File: src/rtl/uop_line_pkg.sv
package uop_line_pkg;
    parameter int ADDR_W    = 16;
    parameter int LEN_W     = 4;
    parameter int UOP_W     = 3;
    parameter int BR_W      = 2;
    parameter int REGION_LG = 5;
    localparam int TAG_W    = ADDR_W - REGION_LG;

    typedef struct packed {
        logic [ADDR_W-1:0] start;
        logic [UOP_W-1:0]  uops;
        logic [BR_W-1:0]   br;
    } way_t;
endpackage

File: src/rtl/upc_break_rule.sv
module upc_break_rule
    import uop_line_pkg::*;
#(
    parameter int SLOTS  = 6,
    parameter int MAX_BR = 2
) (
    input  way_t             open_way,
    input  logic [UOP_W-1:0] uops,
    input  logic             fused,
    input  logic             branch,
    input  logic             rom,
    input  logic             uncond,
    input  logic             disc,
    output logic [UOP_W-1:0] cost,
    output logic             brk_before,
    output logic             brk_after
);
    logic [UOP_W:0] fill_sum;
    logic           no_room;
    logic           br_full;

    always_comb begin
        cost       = fused ? UOP_W'(1) : uops;
        fill_sum   = {1'b0, open_way.uops} + {1'b0, cost};
        no_room    = fill_sum > (UOP_W+1)'(SLOTS);
        br_full    = branch && (open_way.br >= BR_W'(MAX_BR));
        brk_before = rom || disc || no_room || br_full;
        brk_after  = rom || uncond;
    end
endmodule

File: src/rtl/upc_out_sel.sv
module upc_out_sel
    import uop_line_pkg::*;
#(
    parameter int MAX_WAYS = 3,
    parameter int WC_W     = 2
) (
    input  way_t [MAX_WAYS-1:0] ways,
    input  logic [WC_W-1:0]     idx,
    input  logic                ovf,
    input  logic [TAG_W-1:0]    tag,
    output logic [ADDR_W-1:0]   start,
    output logic [UOP_W-1:0]    uops,
    output logic [BR_W-1:0]     br
);
    always_comb begin
        if (ovf) begin
            start = {tag, {REGION_LG{1'b0}}};
            uops  = '0;
            br    = '0;
        end else begin
            start = ways[idx].start;
            uops  = ways[idx].uops;
            br    = ways[idx].br;
        end
    end
endmodule

File: src/rtl/uop_line_packer.sv
module uop_line_packer
    import uop_line_pkg::*;
#(
    parameter int SLOTS    = 6,
    parameter int MAX_BR   = 2,
    parameter int MAX_WAYS = 3
) (
    input  logic              clk,
    input  logic              rst_n,
    input  logic              in_valid,
    output logic              in_ready,
    input  logic [ADDR_W-1:0] in_addr,
    input  logic [LEN_W-1:0]  in_len,
    input  logic [UOP_W-1:0]  in_uops,
    input  logic              in_branch,
    input  logic              in_uncond,
    input  logic              in_rom,
    input  logic              in_fused,
    output logic              out_valid,
    input  logic              out_ready,
    output logic [TAG_W-1:0]  out_tag,
    output logic [ADDR_W-1:0] out_start,
    output logic [UOP_W-1:0]  out_uops,
    output logic [BR_W-1:0]   out_branches,
    output logic              out_uncache
);
    localparam int WC_W = $clog2(MAX_WAYS + 1);

    typedef struct packed {
        logic                emit;
        logic                grp;
        logic [TAG_W-1:0]    tag;
        logic [ADDR_W-1:0]   nxt;
        logic                open_act;
        way_t                open;
        way_t [MAX_WAYS-1:0] ways;
        logic [WC_W-1:0]     n;
        logic                ovf;
        logic [WC_W-1:0]     idx;
    } st_t;

    st_t s_d, s_q;

    // Move the open way into the region buffer; a full buffer marks overflow.
    function automatic st_t close_way(st_t s);
        st_t r;
        r = s;
        if (r.open_act) begin
            if (r.n < WC_W'(MAX_WAYS)) begin
                r.ways[r.n] = r.open;
                r.n         = r.n + WC_W'(1);
            end else begin
                r.ovf = 1'b1;
            end
            r.open_act = 1'b0;
        end
        return r;
    endfunction

    logic [TAG_W-1:0] tag_in;
    logic             bnd;
    logic             disc;
    logic [UOP_W-1:0] cost;
    logic             brk_before;
    logic             brk_after;

    assign tag_in = in_addr[ADDR_W-1:REGION_LG];
    assign bnd    = in_valid && s_q.grp && (tag_in != s_q.tag);
    assign disc   = !s_q.grp || (in_addr != s_q.nxt);

    upc_break_rule #(.SLOTS(SLOTS), .MAX_BR(MAX_BR)) rule_i (
        .open_way   (s_q.open),
        .uops       (in_uops),
        .fused      (in_fused),
        .branch     (in_branch),
        .rom        (in_rom),
        .uncond     (in_uncond),
        .disc       (disc),
        .cost       (cost),
        .brk_before (brk_before),
        .brk_after  (brk_after)
    );

    always_comb begin
        s_d = s_q;
        if (!s_q.emit) begin
            if (bnd) begin
                s_d      = close_way(s_d);
                s_d.emit = 1'b1;
                s_d.idx  = '0;
            end else if (in_valid) begin
                if (!s_q.grp) begin
                    s_d.grp = 1'b1;
                    s_d.tag = tag_in;
                end
                s_d.nxt = in_addr + ADDR_W'(in_len);
                if (brk_before) begin
                    s_d = close_way(s_d);
                end
                if (!s_d.open_act) begin
                    s_d.open.start = in_addr;
                    s_d.open.uops  = cost;
                    s_d.open.br    = BR_W'(in_branch);
                    s_d.open_act   = 1'b1;
                end else begin
                    s_d.open.uops = s_d.open.uops + cost;
                    s_d.open.br   = s_d.open.br + BR_W'(in_branch);
                end
                if (brk_after) begin
                    s_d = close_way(s_d);
                end
            end
        end else if (out_ready) begin
            if (s_q.ovf || (s_q.idx == s_q.n - WC_W'(1))) begin
                s_d.emit = 1'b0;
                s_d.grp  = 1'b0;
                s_d.n    = '0;
                s_d.ovf  = 1'b0;
                s_d.idx  = '0;
            end else begin
                s_d.idx = s_q.idx + WC_W'(1);
            end
        end
    end

    always_ff @(posedge clk) begin
        if (!rst_n) begin
            s_q <= '0;
        end else begin
            s_q <= s_d;
        end
    end

    assign in_ready    = !s_q.emit && !bnd;
    assign out_valid   = s_q.emit;
    assign out_tag     = s_q.tag;
    assign out_uncache = s_q.ovf;

    upc_out_sel #(.MAX_WAYS(MAX_WAYS), .WC_W(WC_W)) sel_i (
        .ways  (s_q.ways),
        .idx   (s_q.idx),
        .ovf   (s_q.ovf),
        .tag   (s_q.tag),
        .start (out_start),
        .uops  (out_uops),
        .br    (out_branches)
    );
endmodule

File: config.mk
export PLATFORM = sky130hd
export DESIGN_NAME = uop_line_packer
export DESIGN_NICKNAME = d
export VERILOG_FILES = /design/src/rtl/uop_line_pkg.sv /design/src/rtl/upc_break_rule.sv /design/src/rtl/upc_out_sel.sv /design/src/rtl/uop_line_packer.sv
export SDC_FILE = /design/constraint.sdc
export NUM_CORES = 1
export LEC_CHECK = 0
export ABC_AREA = 1
export BUFFER_PORTS_ARGS = -buffer_cell sky130_fd_sc_hd__buf_2
export CAP_MARGIN = 20
export CORE_MARGIN = 3
export CORE_UTILIZATION = 65
export CTS_BUF_LIST = sky130_fd_sc_hd__clkbuf_4 sky130_fd_sc_hd__clkbuf_8
export DETAILED_ROUTE_END_ITERATION = 8
export GPL_ROUTABILITY_DRIVEN = 0
export PLACE_DENSITY = 0.89
export SYNTH_ARGS = -nofsm -noshare
export SYNTH_HDL_FRONTEND = slang
export SYNTH_SLANG_ARGS = --single-unit
export TNS_END_PERCENT = 50
File: constraint.sdc
create_clock -name clk -period 5.4 [get_ports clk]
set_input_delay 0 -clock clk [delete_from_list [all_inputs] [get_ports clk]]
set_output_delay 0 -clock clk [all_outputs]
set_load 0.02 [all_outputs]
# Word-level counts from Yosys, hierarchy flattened
# Index checks and enable logic that the tools add are counted.
[word_totals] out_inout_bits=35 memories=0 romBits=0 latchBits=0 reg_bits=119 word_cells=109 input_bits=31 ram_bits=0
[classes] div=0 multipliers=0 n_mux=41 n_lt_le_gt_ge=9 n_reduce_logical=23 n_addsub=8 bitwise_logic=2 shifts=0 eq_ne=6
[op_table] cell="$mux W119" n=5
[op_table] cell="$mux W90" n=2
[op_table] cell="$mux W66" n=2
[op_table] cell="$mux W65" n=2
[op_table] cell="$bwmux W63" n=2
[op_table] cell="$demux W21 S2" n=2
[op_table] cell="$mux W21" n=3
[op_table] cell="$mux W17" n=3
[op_table] cell="$bmux W21 S2" n=1
[op_table] cell="$mux W16" n=2
[op_table] cell="$mux W5" n=6
[op_table] cell="$add A16 B4 Y16" n=1
[op_table] cell="$ne A16 B16 Y1" n=1
[op_table] cell="$mux W12" n=1
[op_table] cell="$ne A11 B11 Y1" n=1
[op_table] cell="$mux W2" n=5
[op_table] cell="$lt A2 B3 Y1 const B" n=3
[op_table] cell="$mux W3" n=3
[op_table] cell="$add A2 B1 Y2 const B" n=3
[op_table] cell="$logic_and A1 B1 Y1" n=6
[op_table] cell="$logic_or A1 B1 Y1" n=6
[op_table] cell="$reduce_and A3 Y1" n=2
[op_table] cell="$add A3 B3 Y4" n=1
[op_table] cell="$ge A2 B1 Y1 const B" n=2
[op_table] cell="other kinds (16)" n=24

# Logic depth before layout (Yosys ltp)
# Gate-level depths: netlist of the first run.
[depth] word_depth=23 ltp_mapped=23 depth_no_buf=21

# Modules after synthesis
# From an unflattened synthesis of the first run, not the netlist that was laid out.
[hier_totals] hier_cells=1808 area_unflattened_um2=9804.4
[modules_own_cells] module="uop_line_packer" cells_per_inst=1584 seq_area_each_um2=2382.3 area_per_inst_um2=8832.2 n_inst=1
[modules_own_cells] module="upc_out_sel" cells_per_inst=195 seq_area_each_um2=0.0 area_per_inst_um2=813.3 n_inst=1
[modules_own_cells] module="upc_break_rule" cells_per_inst=29 seq_area_each_um2=0.0 area_per_inst_um2=158.9 n_inst=1

# Worst setup path after synthesis of the first run
# No wires, ideal clock.
[synth_path] path_kind="register -> register" start="register s_q[70] in the netlist's numbering" end="register s_q[57] in the netlist's numbering" slack_ns=3.201 setup_time_ns=0.122 stages_incl_launch_ff=19 t_arrival_ns=2.077 path_buffers=2 path_cell_list="dfxtp_1 -> ha_1 -> ha_1 -> nand2_1 -> inv_1 -> nand3_1 -> nand2_1 -> inv_2 -> nand3_2 -> buf_6 -> nand2_4 -> nand2_4 -> nor2_8 -> nand2_4 -> inv_2 -> buf_4 -> nand2_1 -> nand3_1 -> a21oi_2"
[synth_via] elab_chain_len=18
[synth_lines] item="start: declaration" line_no="uop_line_packer.sv:42" rtl="st_t s_d, s_q;"
[synth_lines] item="start signal: assignment" line_no="uop_line_packer.sv:128" rtl="s_q <= '0;"
[synth_lines] item="start signal: assignment" line_no="uop_line_packer.sv:130" rtl="s_q <= s_d;"
[synth_lines] item="$add A3 B3 Y4 (*)" line_no="upc_break_rule.sv:24" rtl="fill_sum = {1'b0, open_way.uops} + {1'b0, cost};"
[synth_lines] item="$gt A4 B3 Y1 (*)" line_no="upc_break_rule.sv:25" rtl="no_room = fill_sum > (UOP_W+1)'(SLOTS);"
[synth_lines] item="$logic_or A1 B1 Y1 (*) (2 in a row)" line_no="upc_break_rule.sv:27" rtl="brk_before = rom || disc || no_room || br_full;"
[synth_lines] item="$mux W90 (*)" line_no="uop_line_packer.sv:97" rtl="if (brk_before) begin"
[synth_lines] item="$mux W119 (*)" line_no="uop_line_packer.sv:91" rtl="end else if (in_valid) begin"
[synth_lines] item="$mux W119 (*)" line_no="uop_line_packer.sv:87" rtl="if (bnd) begin"
[synth_lines] item="$mux W119 (*)" line_no="uop_line_packer.sv:86" rtl="if (!s_q.emit) begin"
[synth_lines] item="$lt A2 B3 Y1 (not written as such), or another cell as far along" line_no="uop_line_packer.sv:50" rtl="r.ways[r.n] = r.open;"
[synth_lines] item="$logic_and A1 B1 Y1 (not written as such) / $mux W17 (equally long branches)" line_no="uop_line_packer.sv:50, uop_line_packer.sv:91"
[synth_lines] item="$mux W21 (not written as such) / $mux W17 (equally long branches)" line_no="uop_line_packer.sv:50, uop_line_packer.sv:87"
[synth_lines] item="$demux W21 S2 / $mux W17 (equally long branches)" line_no="uop_line_packer.sv:50, uop_line_packer.sv:86"
[synth_lines] item="$bwmux W63" line_no="uop_line_packer.sv:50"
[synth_lines] item="$mux W65" line_no="uop_line_packer.sv:49" rtl="if (r.n < WC_W'(MAX_WAYS)) begin"
[synth_lines] item="$mux W66" line_no="uop_line_packer.sv:48" rtl="if (r.open_act) begin"
[synth_lines] item="$mux W90 (*)" line_no="uop_line_packer.sv:109" rtl="if (brk_after) begin"
[synth_lines] item="$mux W119 (*)" line_no="uop_line_packer.sv:91"
[synth_lines] item="$mux W119 (*)" line_no="uop_line_packer.sv:87"
# Every way passes the cells marked *; elsewhere a longest branch is shown, timed or not. The select of a mux whose other input is x is not followed.
# A chain may end at the register's enable or synchronous reset.

# Worst setup path after layout of the first run
[layout_path] start="register s_q[71] in the netlist's numbering" end="register s_q[54] in the netlist's numbering"
# The elaborated chain is that of the path after synthesis.

==> flow_summary.json, run 1 <==
{
  "finalSetupViolCount": 0,
  "dieArea_sq_um": 16400,
  "max-cap-violations": 0,
  "whs_ns": 0.0301,
  "fin_tns_setup_ns": 0,
  "cp-start-kind": "flip-flop",
  "worstMarginPinSlew_ns": 1.15,
  "synthCells": 1508,
  "ys.flop_type": "dfxtp_1",
  "diodes": 0,
  "r2r_end": "s_q[54]",
  "io_pins": 66,
  "power_frac_seq": 0.352,
  "startpoint": "s_q[71]",
  "clkSinkCount": 119,
  "cts_resized": 0,
  "yosysTopAreaCell": "dfxtp_1",
  "fin_crit_ns": 3.21,
  "min_path_type": "primary input to flip-flop",
  "clk_pin_slew_ns": 0.08,
  "first_pass_iters": 6,
  "p_sw_frac": 0.397,
  "cts_setup_buffers": 0,
  "maxSlewViolCount": 0,
  "critPathKind": "flip-flop to flip-flop",
  "cp_max_fo": 125,
  "ys_seq_area_frac": 0.246,
  "worstPathArrival_ns": 3.62,
  "antenna_found_initial": 0,
  "clock_skew_ns": 0.0160,
  "grt_usage": 0.360,
  "finalWorstSetupSlack_ns": 2.19,
  "port_buffers": 65,
  "dp_cells": 1642,
  "drt_iter0_drc": 1440,
  "grt-ovfl-total": 0,
  "rsz0062_at_grt": "false",
  "final_cell_area_sq_um": 10300,
  "fin_cells": 1693,
  "ir_drop_mv": 0.210,
  "reg2reg_depth": 15,
  "required_ns": 5.81,
  "routed_wl_um": 29700,
  "ys_ff_latch": 119,
  "async_flop_share": 0,
  "drive_gt1_frac": 0.198,
  "clock_power_share": 0.312,
  "grt_pass1_wl_um": 47600,
  "postPlaceCellArea_sq_um": 9690,
  "grt_pass1_vias": 9489,
  "internal_power_w": 0.00182,
  "syn_nets": 1554,
  "setup.worst_path.end_class": "flip-flop",
  "cts_buffer_depth": 2,
  "die_y_um": 128,
  "syn_avg_cell_area_sq_um": 6.42,
  "powerDensity_nw_per_um2": 292,
  "dp_hpwl_um": 17400,
  "cts_tree": "built",
  "rrSetupSlack_ns": 2.19,
  "fill_cells": 1142,
  "synth_area_sq_um": 9680,
  "cts_htree_levels": 4,
  "synth_cell_types": 39,
  "status": "finished clean",
  "holdBufCountCts": 17,
  "p_leak_nw": 4.97,
  "synthTopCellsByArea": "dfxtp_1 25%, o21ai_0 13%, nand2_1 12%, inv_1 6.9%, a21oi_1 5.5%",
  "vias": 10400,
  "start_util": 0.681,
  "drcViolationCount": 0,
  "yosys_warnings": 0,
  "numCtsBuffers": 17,
  "max_slew_margin": 0.234,
  "grt_max_degree": 127,
  "combPwrFrac": 0.336,
  "hold_violations": 0,
  "dpl_worst_slack_ns": 2.10,
  "ant_nets": 0,
  "clock.fmax_mhz": 312,
  "core_sq_um": 14200,
  "fin_crit_sh": 0.594,
  "vias_per_cell": 6.15,
  "worstReg2RegStart": "s_q[71]",
  "p_sw_w": 0.00120,
  "dieWidth_um": 128,
  "synth_enable_flop_cells": 0,
  "synth_top_cell_area_share": 0.246,
  "area_growth_pct": 6.85,
  "nNetsFinal": 1546,
  "routedWlPerCell_um": 17.6,
  "crit_path_end": "s_q[54]",
  "clkLatencyLatePin_ns": 0.48,
  "cts-root-buf": "clkbuf_8",
  "rows": 43
}
==> critical path, cell delays in order, from the launching register on <==
cell and delay [ns]:
dfxtp_1 0.42, nand3_1 0.17, nand2_1 0.11, inv_1 0.04, ha_1 0.32, nand2_1 0.07, inv_1 0.06, nand3_1 0.08
nand2_1 0.08, inv_2 0.07, nand3_4 0.13, buf_4 0.84, o21ai_0 0.26, nand2_2 0.14, nand3_2 0.09, a21oi_2 0.15
==> final cells by class <==
class	count	area (sq um)	share of cell area
Multi-Input combinational cell	1077	5960	0.576
Timing Repair Buffer	95	613	0.0593
Sequential cell	119	2380	0.230
Tap cell	180	225	0.0218
Inverter	190	717	0.0693
Clock inverter	14	201	0.0195
Clock buffer	18	248	0.0240
==> cell usage after synthesis, types with 2 or more instances <==
cell      instances
buf_6            12
nand4_2           2
nand2_2          60
buf_4            21
xor2_1           21
nand3_1          52
nand2_4           6
nor3_1            5
clkbuf_1         65
nor2_1           78
dfxtp_1         119
xnor2_1           9
nand3_2          41
o21ai_0         252
buf_1             5
inv_2             8
nand2_1         303
nand4_1           4
o211ai_1         21
mux2i_1          16
ha_1             14
nor2_8            2
inv_1           179
a31oi_1          14
a21oi_2          61
a21oi_1         107
buf_2            19
==> power groups by stage <==
stage | registers (W) | logic [W] | clock network [W]
final | 0.00106 | 0.00101 | 0.000942
after CTS | 0.00106 | 0.000983 | 0.000939
after floorplan | 0.00105 | 0.000782 | 0
after detailed placement | 0.00108 | 0.000966 | 0
after global placement | 0.00107 | 0.000939 | 0
after global routing | 0.00107 | 0.00111 | 0.000980
==> layout by cell type (no fill, tap or decap), types with 18 or more instances in the layout <==
cell | synthesis | layout
a21oi_2 | 61 | 61
xor2_1 | 21 | 21
dfxtp_1 | 119 | 119
a21oi_1 | 107 | 106
buf_2 | 19 | 65
o211ai_1 | 21 | 21
o21ai_0 | 252 | 252
inv_1 | 179 | 178
clkbuf_8 | 0 | 18
nand2_2 | 60 | 60
nand2_1 | 303 | 303
nand3_2 | 41 | 40
nor2_1 | 78 | 77
nand3_1 | 52 | 52
==> metal layers <==
metal  wire length [um]  vias up  global-route usage
met4               1400        0               0.187
met5                  0        -                   0
li1                   -     4867                   -
met2              13500      720               0.571
met1              11200     4699               0.457
met3               3610      119              0.0829
==> how the worst min path moves through the flow <==
stage	from	end	cells after the start
2_1_floorplan	in_addr[15]	s_q[105]	2
3_3_place_gp	in_addr[15]	s_q[105]	3
3_5_place_dp	in_addr[15]	flip-flop	3
4_1_cts	in_addr[2]	s_q[75]	5
5_1_grt	in_addr[2]	s_q[75]	5
6_report	in_addr[2]	s_q[75]	5
==> logic make-up after synthesis <==
group,Yosys count,synth area share
AO/OA/AOI/OAI,458,0.269
AND/OR/NAND/NOR,557,0.278
adder cells (fa/ha/maj),15,0.0202
buffers and inverters,312,0.141
multiplexers,16,0.0165
flip-flops,119,0.246
XOR/XNOR,31,0.0288
==> through the flow <==
| step | total power [W] | util |
|---|---|---|
| after global routing | 0.00316 | 0.728 |
| after detailed placement | 0.00204 | 0.682 |
| final | 0.00302 | 0.728 |
| after floorplan | 0.00183 | - |
| after CTS | 0.00298 | 0.726 |
| after global placement | 0.00201 | 0.682 |
==> flip-flops by register name, summed over array words and instances, names as in the netlist, named ones only <==
register / cells
s_q: 106
out_uncache: 1
out_valid: 1
(Power assumes the default switching activity.)
==> run 2, diff against run 1 <==
- CORE_UTILIZATION: 65 -> 58
- PLACE_DENSITY: 0.89 -> 0.84
- clock period: 5.4 -> 2.8 ns (I/O delays scaled with it)
==> flow_summary.json, run 2 (same netlist as run 1, synthesis figures left out) <==
{
  "status": "finished clean",
  "core_sq_um": 16100,
  "grt_usage": 0.327,
  "worstPathArrival_ns": 3.11,
  "p_leak_nw": 5.14,
  "path_cells": "xnor2_1, nand3_1, nor3_1, nand3_2, nand2_2, nand2_1, inv_2, buf_6, o21ai_0, a31oi_1, dlygate4sd3_1",
  "port_buffers": 65,
  "cpPeakStageDelay_ns": 0.57,
  "rows": 46,
  "worstMarginPinSlew_ns": 0.785,
  "routedWlPerCell_um": 17.1,
  "crit_path_end": "s_q[105]",
  "cp_num_cells": 11,
  "reg2reg_depth": 11,
  "cts-root-buf": "clkbuf_8",
  "seq_area_sq_um": 2380,
  "path_buf_inv": 3,
  "grt_pass1_wl_um": 48200,
  "combPwrFrac": 0.352,
  "maxSlewViolCount": 0,
  "slowest_stage": "dlygate4sd3_1",
  "r2r_end": "s_q[105]",
  "clkSinkCount": 119,
  "dpl_worst_slack_ns": 0.234,
  "critPathKind": "flip-flop to flip-flop",
  "fin_crit_sh": 0.965,
  "largest_reg_flops": 106,
  "internal_power_w": 0.00348,
  "min_path_type": "primary input to flip-flop",
  "diodes": 0,
  "fin_cells": 1756,
  "cp-start-kind": "flip-flop",
  "grt_pass1_vias": 9650,
  "die_y_um": 135,
  "clkLatencyLatePin_ns": 0.47,
  "dieWidth_um": 135,
  "numCtsBuffers": 17,
  "ir_drop_mv": 0.379,
  "required_ns": 3.21,
  "finalSetupViolCount": 0,
  "clock.fmax_mhz": 370,
  "rsz0062_at_grt": "true",
  "final_common_cell": "nand2_1",
  "drcViolationCount": 0,
  "setup.worst_path.end_class": "flip-flop",
  "start_util": 0.601,
  "cts_buffer_depth": 2,
  "cts_tree": "built",
  "post-route-util": 0.661,
  "area_growth_pct": 10.1,
  "crit_family": "simple AND/OR/NAND/NOR gates",
  "drive_gt1_frac": 0.214,
  "top_register": "s_q",
  "max_slew_margin": 0.476,
  "layout_common_cells": "303 x nand2_1, 252 x o21ai_0, 178 x inv_1",
  "grt-ovfl-total": 0,
  "grt_max_degree": 127,
  "antenna_found_initial": 0,
  "cp_max_fo": 34,
  "vias": 10400,
  "io_pins": 66,
  "drt_iter0_drc": 1298,
  "whs_ns": 0.0288,
  "max-cap-violations": 0,
  "clock_power_share": 0.291,
  "dp_hpwl_um": 19000,
  "first_pass_iters": 5,
  "hold_violations": 0,
  "dp_cells": 1706,
  "powerDensity_nw_per_um2": 540,
  "multi_input_area_sq_um": 5970,
  "clock_skew_ns": 0.0128,
  "fin_crit_ns": 2.70,
  "cts_htree_levels": 4,
  "ant_nets": 0,
  "power_frac_seq": 0.357,
  "clk_pin_slew_ns": 0.08,
  "p_sw_w": 0.00227,
  "routed_wl_um": 30100,
  "fill_cells": 1343,
  "finalWorstSetupSlack_ns": 0.0973,
  "dieArea_sq_um": 18300,
  "p_sw_frac": 0.394,
  "vias_per_cell": 5.94,
  "rrSetupSlack_ns": 0.1,
  "nNetsFinal": 1573
}
==> run 2: what timing repair did <==
action                                 CTS  global route
buffers inserted                         0             0
gates resized for setup                  0             7
hold buffers                            18             0
endpoints found under the hold margin   24             0
setup endpoints to repair                0            10
==> run 2: power groups by stage <==
| stage | Combinational (W) | Sequential, W | Clock (W) |
|---|---|---|---|
| 2_1_floorplan | 0.00151 | 0.00202 | 0 |
| 3_3_place_gp | 0.00190 | 0.00207 | 0 |
| 3_5_place_dp | 0.00195 | 0.00208 | 0 |
| 4_1_cts | 0.00199 | 0.00204 | 0.00166 |
| 5_1_grt | 0.00223 | 0.00207 | 0.00174 |
| 6_report | 0.00202 | 0.00205 | 0.00168 |
==> run 2: how the worst min path moves through the flow <==
stage | from | endpoint | depth (start not counted)
after floorplan | in_addr[15] | s_q[105] | 2
after global placement | in_addr[15] | flip-flop | 3
after detailed placement | in_addr[15] | s_q[105] | 3
after CTS | in_addr[1] | s_q[91] | 4
after global routing | in_addr[1] | s_q[91] | 4
final | in_len[2] | s_q[92] | 4
==> run 2: final cells by class <==
type                    instances  area share
multi-input cells            1077       0.560
inverters                     190      0.0675
clock inverters                 5     0.00552
clock buffers                  27      0.0337
flip-flops and latches        119       0.223
well taps                     216      0.0254
repair buffers                122      0.0845
==> run 2: worst register-to-register path: stages, from the launching register on <==
cell,delay (ns)
dfxtp_1,0.35
xnor2_1,0.21
nand3_1,0.13
nor3_1,0.30
nand3_2,0.20
nand2_2,0.18
nand2_1,0.10
inv_2,0.08
buf_6,0.24
o21ai_0,0.12
a31oi_1,0.18
dlygate4sd3_1,0.57
==> run 2: layer usage <==
metal	vias to the layer above	GRT usage	share of wire
li1	4925	-	-
met2	652	0.509	0.44
met4	0	0.174	0.046
met5	-	0	0
met1	4735	0.422	0.40
met3	122	0.0743	0.11
==> run 2: stage by stage <==
step	total power (W)	TNS [ns]	area, sq um
global route	0.00603	-0.00804	10700
global placement	0.00397	0	10000
CTS	0.00569	0	10600
detailed placement	0.00402	0	10000
floorplan	0.00353	0	9680
finish	0.00575	0	10700
